<file path="src/rtl/stk_pkg.sv">
package stk_pkg;
  typedef enum logic [1:0] {
    ST_IDLE  = 2'd0,
    ST_BUSY  = 2'd1,
    ST_DRAIN = 2'd2
  } stk_state_e;
endpackage

</file>
<file path="src/rtl/stk_mask_chk.sv">
// Legality of a register list against the stack rules, plus its population count.
module stk_mask_chk #(
  parameter int NREG   = 16,
  parameter int SP_IDX = 13,
  parameter int LR_IDX = 14,
  parameter int PC_IDX = 15,
  localparam int CW    = $clog2(NREG + 1)
) (
  input  logic [NREG-1:0] mask,
  input  logic            pop,
  output logic            legal,
  output logic [CW-1:0]   count
);
  logic has_sp, bad_push, bad_pop;

  always_comb begin
    count = '0;
    for (int i = 0; i < NREG; i++) count = count + CW'(mask[i]);
  end

  assign has_sp   = mask[SP_IDX];
  assign bad_push = !pop && mask[PC_IDX];
  assign bad_pop  = pop && mask[PC_IDX] && mask[LR_IDX];
  assign legal    = (mask != '0) && !has_sp && !bad_push && !bad_pop;
endmodule

</file>
<file path="src/rtl/stk_pick.sv">
// Selects the next register of a list: highest first when from_top, else lowest first.
module stk_pick #(
  parameter int NREG = 16,
  localparam int IW  = $clog2(NREG)
) (
  input  logic [NREG-1:0] mask,
  input  logic            from_top,
  output logic [IW-1:0]   idx,
  output logic            last
);
  logic [IW-1:0] lo_idx, hi_idx;

  always_comb begin
    lo_idx = '0;
    for (int i = NREG - 1; i >= 0; i--) if (mask[i]) lo_idx = IW'(i);
  end

  always_comb begin
    hi_idx = '0;
    for (int i = 0; i < NREG; i++) if (mask[i]) hi_idx = IW'(i);
  end

  assign idx  = from_top ? hi_idx : lo_idx;
  assign last = ($countones(mask) == 1);
endmodule

</file>
<file path="src/rtl/stk_xfer_seq.sv">
module stk_xfer_seq
  import stk_pkg::*;
#(
  parameter int          AW         = 32,
  parameter int          NREG       = 16,
  parameter int          WORD_BYTES = 4,
  parameter int          SP_IDX     = 13,
  parameter int          LR_IDX     = 14,
  parameter int          PC_IDX     = 15,
  parameter logic [31:0] SP_RESET   = 32'h2000_1000,
  localparam int         IW         = $clog2(NREG),
  localparam int         CW         = $clog2(NREG + 1)
) (
  input  logic            clk,
  input  logic            rst_n,
  input  logic            req_valid,
  output logic            req_ready,
  input  logic            req_pop,
  input  logic [NREG-1:0] req_mask,
  output logic            mem_req,
  output logic            mem_we,
  output logic [AW-1:0]   mem_addr,
  output logic [IW-1:0]   mem_idx,
  input  logic [AW-1:0]   mem_rdata,
  output logic            ld_we,
  output logic [IW-1:0]   ld_idx,
  output logic [AW-1:0]   ld_data,
  output logic            br_req,
  output logic            br_fault,
  output logic [AW-1:0]   br_target,
  output logic [AW-1:0]   sp,
  output logic            done,
  output logic            err
);
  localparam logic [AW-1:0] STEP = AW'(WORD_BYTES);

  stk_state_e      state_q, state_n;
  logic [NREG-1:0] rem_q, rem_n;
  logic            pop_q, pop_n;
  logic [AW-1:0]   addr_q, addr_n;
  logic [AW-1:0]   newsp_q, newsp_n;
  logic [AW-1:0]   sp_q;
  logic            sp_en;
  logic            err_q, err_n, done_q, done_n;
  logic            rsp_q, rsp_n;
  logic [IW-1:0]   rsp_idx_q, rsp_idx_n;

  logic            legal;
  logic [CW-1:0]   cnt;
  logic [AW-1:0]   span;
  logic [IW-1:0]   pick_idx;
  logic            pick_last;
  logic            accept;

  stk_mask_chk #(.NREG(NREG), .SP_IDX(SP_IDX), .LR_IDX(LR_IDX), .PC_IDX(PC_IDX)) i_chk (
    .mask (req_mask),
    .pop  (req_pop),
    .legal(legal),
    .count(cnt)
  );

  stk_pick #(.NREG(NREG)) i_pick (
    .mask    (rem_q),
    .from_top(!pop_q),
    .idx     (pick_idx),
    .last    (pick_last)
  );

  assign span   = AW'(cnt) * STEP;
  assign accept = req_valid && (state_q == ST_IDLE);

  // next-state logic
  always_comb begin
    state_n   = state_q;
    rem_n     = rem_q;
    pop_n     = pop_q;
    addr_n    = addr_q;
    newsp_n   = newsp_q;
    err_n     = 1'b0;
    done_n    = 1'b0;
    rsp_n     = 1'b0;
    rsp_idx_n = rsp_idx_q;
    sp_en     = 1'b0;
    unique case (state_q)
      ST_IDLE: begin
        if (accept) begin
          if (legal) begin
            state_n = ST_BUSY;
            rem_n   = req_mask;
            pop_n   = req_pop;
            addr_n  = req_pop ? sp_q : sp_q - STEP;
            newsp_n = req_pop ? sp_q + span : sp_q - span;
          end else begin
            err_n = 1'b1;
          end
        end
      end
      ST_BUSY: begin
        rem_n           = rem_q;
        rem_n[pick_idx] = 1'b0;
        addr_n          = pop_q ? addr_q + STEP : addr_q - STEP;
        rsp_n           = pop_q;
        rsp_idx_n       = pick_idx;
        if (pick_last) state_n = ST_DRAIN;
      end
      ST_DRAIN: begin
        state_n = ST_IDLE;
        done_n  = 1'b1;
        sp_en   = 1'b1;
      end
      default: state_n = ST_IDLE;
    endcase
  end

  // registers
  always_ff @(posedge clk or negedge rst_n) begin
    if (!rst_n) begin
      state_q   <= ST_IDLE;
      rem_q     <= '0;
      pop_q     <= 1'b0;
      addr_q    <= '0;
      newsp_q   <= '0;
      sp_q      <= AW'(SP_RESET);
      err_q     <= 1'b0;
      done_q    <= 1'b0;
      rsp_q     <= 1'b0;
      rsp_idx_q <= '0;
    end else begin
      state_q   <= state_n;
      rem_q     <= rem_n;
      pop_q     <= pop_n;
      addr_q    <= addr_n;
      newsp_q   <= newsp_n;
      err_q     <= err_n;
      done_q    <= done_n;
      rsp_q     <= rsp_n;
      rsp_idx_q <= rsp_idx_n;
      if (sp_en) sp_q <= newsp_q;
    end
  end

  // outputs
  assign req_ready = (state_q == ST_IDLE);
  assign mem_req   = (state_q == ST_BUSY);
  assign mem_we    = mem_req && !pop_q;
  assign mem_addr  = addr_q;
  assign mem_idx   = pick_idx;

  assign ld_we     = rsp_q && (rsp_idx_q != IW'(PC_IDX));
  assign ld_idx    = rsp_idx_q;
  assign ld_data   = mem_rdata;
  assign br_req    = rsp_q && (rsp_idx_q == IW'(PC_IDX)) && mem_rdata[0];
  assign br_fault  = rsp_q && (rsp_idx_q == IW'(PC_IDX)) && !mem_rdata[0];
  assign br_target = {mem_rdata[AW-1:1], 1'b0};

  assign sp   = sp_q;
  assign done = done_q;
  assign err  = err_q;

  // assertions
  p_busy_blocks_r10: assert property (@(posedge clk) disable iff (!rst_n)
    mem_req |-> !req_ready);

  p_ready_at_done_r10: assert property (@(posedge clk) disable iff (!rst_n)
    done |-> req_ready);

  p_sp_moves_at_done_r4: assert property (@(posedge clk) disable iff (!rst_n)
    !$stable(sp) |-> done);

  p_refuse_quiet_r9: assert property (@(posedge clk) disable iff (!rst_n)
    err |-> (!mem_req && req_ready && $stable(sp)));

  p_bad_list_refused_r5: assert property (@(posedge clk) disable iff (!rst_n)
    (req_valid && req_ready && !legal) |=> err);

  p_push_walk_r1: assert property (@(posedge clk) disable iff (!rst_n)
    (mem_req && mem_we && $past(mem_req)) |->
      (mem_addr == $past(mem_addr) - STEP) && (mem_idx < $past(mem_idx)));

  p_pop_walk_r2: assert property (@(posedge clk) disable iff (!rst_n)
    (mem_req && !mem_we && $past(mem_req)) |->
      (mem_addr == $past(mem_addr) + STEP) && (mem_idx > $past(mem_idx)));
endmodule

</file>
<file path="config.mk">
export PLATFORM = sky130hd
export DESIGN_NAME = stk_xfer_seq
export DESIGN_NICKNAME = d
export VERILOG_FILES = /design/src/rtl/stk_pkg.sv /design/src/rtl/stk_mask_chk.sv /design/src/rtl/stk_pick.sv /design/src/rtl/stk_xfer_seq.sv
export SDC_FILE = /design/constraint.sdc
export NUM_CORES = 1
export LEC_CHECK = 0
export BUFFER_PORTS_ARGS = -buffer_cell sky130_fd_sc_hd__buf_2
export CELL_PAD_IN_SITES_DETAIL_PLACEMENT = 1
export CELL_PAD_IN_SITES_GLOBAL_PLACEMENT = 2
export CORE_MARGIN = 2
export CORE_UTILIZATION = 30
export DETAILED_ROUTE_END_ITERATION = 16
export PLACE_DENSITY = 0.77
export SETUP_SLACK_MARGIN = 0.02
export SYNTH_ARGS = -nofsm -noshare
export SYNTH_HDL_FRONTEND = slang
export SYNTH_SLANG_ARGS = --single-unit
</file>
<file path="constraint.sdc">
create_clock -name clk -period 8.3 [get_ports clk]
set_input_delay 0.415 -clock clk [delete_from_list [all_inputs] [get_ports clk]]
set_output_delay 0.415 -clock clk [all_outputs]
set_load 0.005 [all_outputs]
</file>
==> impl_metrics.yaml <==
run_status:
  status: "finished, final reports clean"
worst_setup_path:
  end_kind: "flop"
  crit_type: "input port to flop"
  rr_startpoint: "rem_q[4]"
  cp_max_fo: 6
  slowest_delay_ns: 0.69
  cp.required_ns: 8.59
  cp_top_family: "adder cells"
  r2r_slack_ns: 3.78
  critical-path-slowest-cell: "a21oi_1"
  arrival_ns: 7.27
  r2r_cells: 12
  startpoint: "req_mask[0]"
  worstSetupStartpointType: "input port"
  cp_num_buf_inv: 7
  timing.rr.end: "state_q[0]"
floorplanning:
  initial_utilization_pct: 30.4
  io-pin-count: 196
  die_area_um2: 34400
  die_width_um: 185
  core_um2: 32500
  row_count: 66
  die_h_um: 185
global_route:
  grt_pass1_vias: 8362
  grt_max_degree: 73
  grt_use_total_pct: 17.2
  overflow: 0
  grt_pass1_wl_um: 46200
  grt_antenna_before_repair: 1
final_layout:
  num_antenna_cells: 0
  drive_above_1_share_pct: 17.1
  nets: 1290
  syn2layout_area_growth_pct: 10.8
min_path:
  hold_class: "input port to async pin"
clocking:
  h-tree-depth: 4
  clockRootBuffer: "clkbuf_16"
  clk_latency_ns: 0.43
  clkTransAtPathRegs_ns: 0.06
  numCtsBuffers: 17
  cts_buffer_depth: 2
  cts_tree: "yes"
  cts-resized-gates: 0
  hold_buffers: 0
  postCtsSetupBuffers: 0
  clock_sink_count: 122
timing:
  max_freq_mhz: 143
  fin_skew_ns: 0.00723
  hold_viol: 0
  slew_headroom_pct: 27.3
  fin_crit_sh_pct: 84.2
  worstMarginPinSlew_ns: 1.09
  report.final.slew_viol_count: 0
  report.final.setup_viol: 0
  setup_tns_ns: 0
  layout_min_cycle_time_ns: 6.99
  rsz0062_at_grt: "no"
placement:
  hpwlAfterDp_um: 21900
  numPortBuffers: 101
  gp_congestion: 0.862
routing:
  avgViaCountPerCell: 5.10
  wl_per_cell_um: 18.0
  drtIter0Drc: 394
  first_pass_iters: 4
  drc: 0
  vias: 8090
  detail-route-antenna-nets: 0
  routed_wl_um: 28600
yosys:
  synth_top_area_cell: "dfrtp_1"
  async_flop_share_pct: 100
  synth_nets: 1255
  netlist_area_um2: 9870
  synth_top_area_share_pct: 30.4
  synthCells: 1095
  synth_most_common_cell: "dfrtp_1"
  ys_top_cells_by_count: "120 x dfrtp_1, 116 x nand2_1, 85 x ha_1"
  synth-edff-count: 0
  ys_warn_count: 0
  ys_ff_latch: 122
  yosys-top-cells-area: "dfrtp_1 30%, ha_1 11%, buf_4 4.9%"
  syn_area_per_cell_um2: 9.01
  synth.yosys.seq_area_share_pct: 31.0
  synthFlopType: "dfrtp_1"
  ys_types: 71
run:
  cap_violations: 0
[cell families (layout without fill, tap and decap cells)]
group,count (synthesis),count (layout),share of synthesized area (%)
buf+inv,164,212,9.05
simple gates,291,291,14.5
compound gates,295,295,19.1
mux,35,35,3.94
flops,122,122,31.0
fa+ha+maj,108,108,15.4
other cells,1,1,0.0380
xor+xnor,79,79,7.01
[registers in the layout (all words and copies together), names as in the netlist, 2 cells and up]
signal	count
ld_idx	4
sp	32
mem_addr	32
rem_q	16
state_q	2
newsp_q	32
[worst max path at each step]
| stage | to | cells after the start | slack (ns) |
|---|---|---|---|
| 3_5_place_dp | newsp_q[30] | 28 | 0.90 |
| 4_1_cts | newsp_q[30] | 28 | 1.30 |
| 3_3_place_gp | newsp_q[28] | 28 | 1.0 |
| 2_1_floorplan | newsp_q[30] | 29 | 1.73 |
| 5_1_grt | newsp_q[30] | 29 | 0.96 |
| 6_report | newsp_q[30] | 28 | 1.31 |
[layer usage]
layer / share of wire (%) / global-route usage [%]
met2: 46 / 27.1
met5: 0.024 / 0
met1: 49 / 24.1
met4: 1.9 / 5.56
met3: 4.0 / 2.52
[cell usage in the layout (no fill, tap or decap), types with 8 or more instances in the layout]
| cell | instances |
|---|---|
| nor4_1 | 9 |
| xor2_1 | 37 |
| xnor2_1 | 42 |
| clkbuf_16 | 17 |
| and3_1 | 15 |
| nand2b_1 | 12 |
| mux2_2 | 31 |
| nand3_1 | 14 |
| nand2_1 | 115 |
| nor3_1 | 12 |
| fa_1 | 23 |
| o211ai_1 | 17 |
| a31oi_1 | 20 |
| nor2_1 | 55 |
| a21o_1 | 28 |
| buf_4 | 9 |
| nor2b_1 | 10 |
| ha_1 | 85 |
| a21oi_1 | 67 |
| buf_2 | 100 |
| o22ai_1 | 8 |
| dfrtp_1 | 120 |
| inv_1 | 71 |
| o21ai_0 | 83 |
[metrics by stage]
step / worst slack, ns / instances / util (%) / hold WS (ns) / area, um2
final: 1.31 / 1585 / 33.7 / 0.0706 / 10900
after global routing: 0.963 / 1585 / 33.7 / 0.124 / 10900
after CTS: 1.30 / 1585 / 33.7 / 0.0930 / 10900
after detailed placement: 0.903 / 1553 / 32.0 / 0.456 / 10400
after global placement: 0.999 / 1553 / 32.0 / 0.444 / 10400
after floorplan: 1.73 / 1095 / - / 0.119 / 9870
[cell type report]
class / instances / area, um2
inverter: 71 / 267
timing repair buffer: 109 / 568
fill: 3823 / 21500
clock buffer: 21 / 450
multi-input combinational: 809 / 5940
clock inverter: 11 / 97.6
tap: 442 / 553
sequential: 122 / 3060
Power is not shown: default switching activity piles up to over one toggle a cycle in this logic, so the estimate is an artifact.
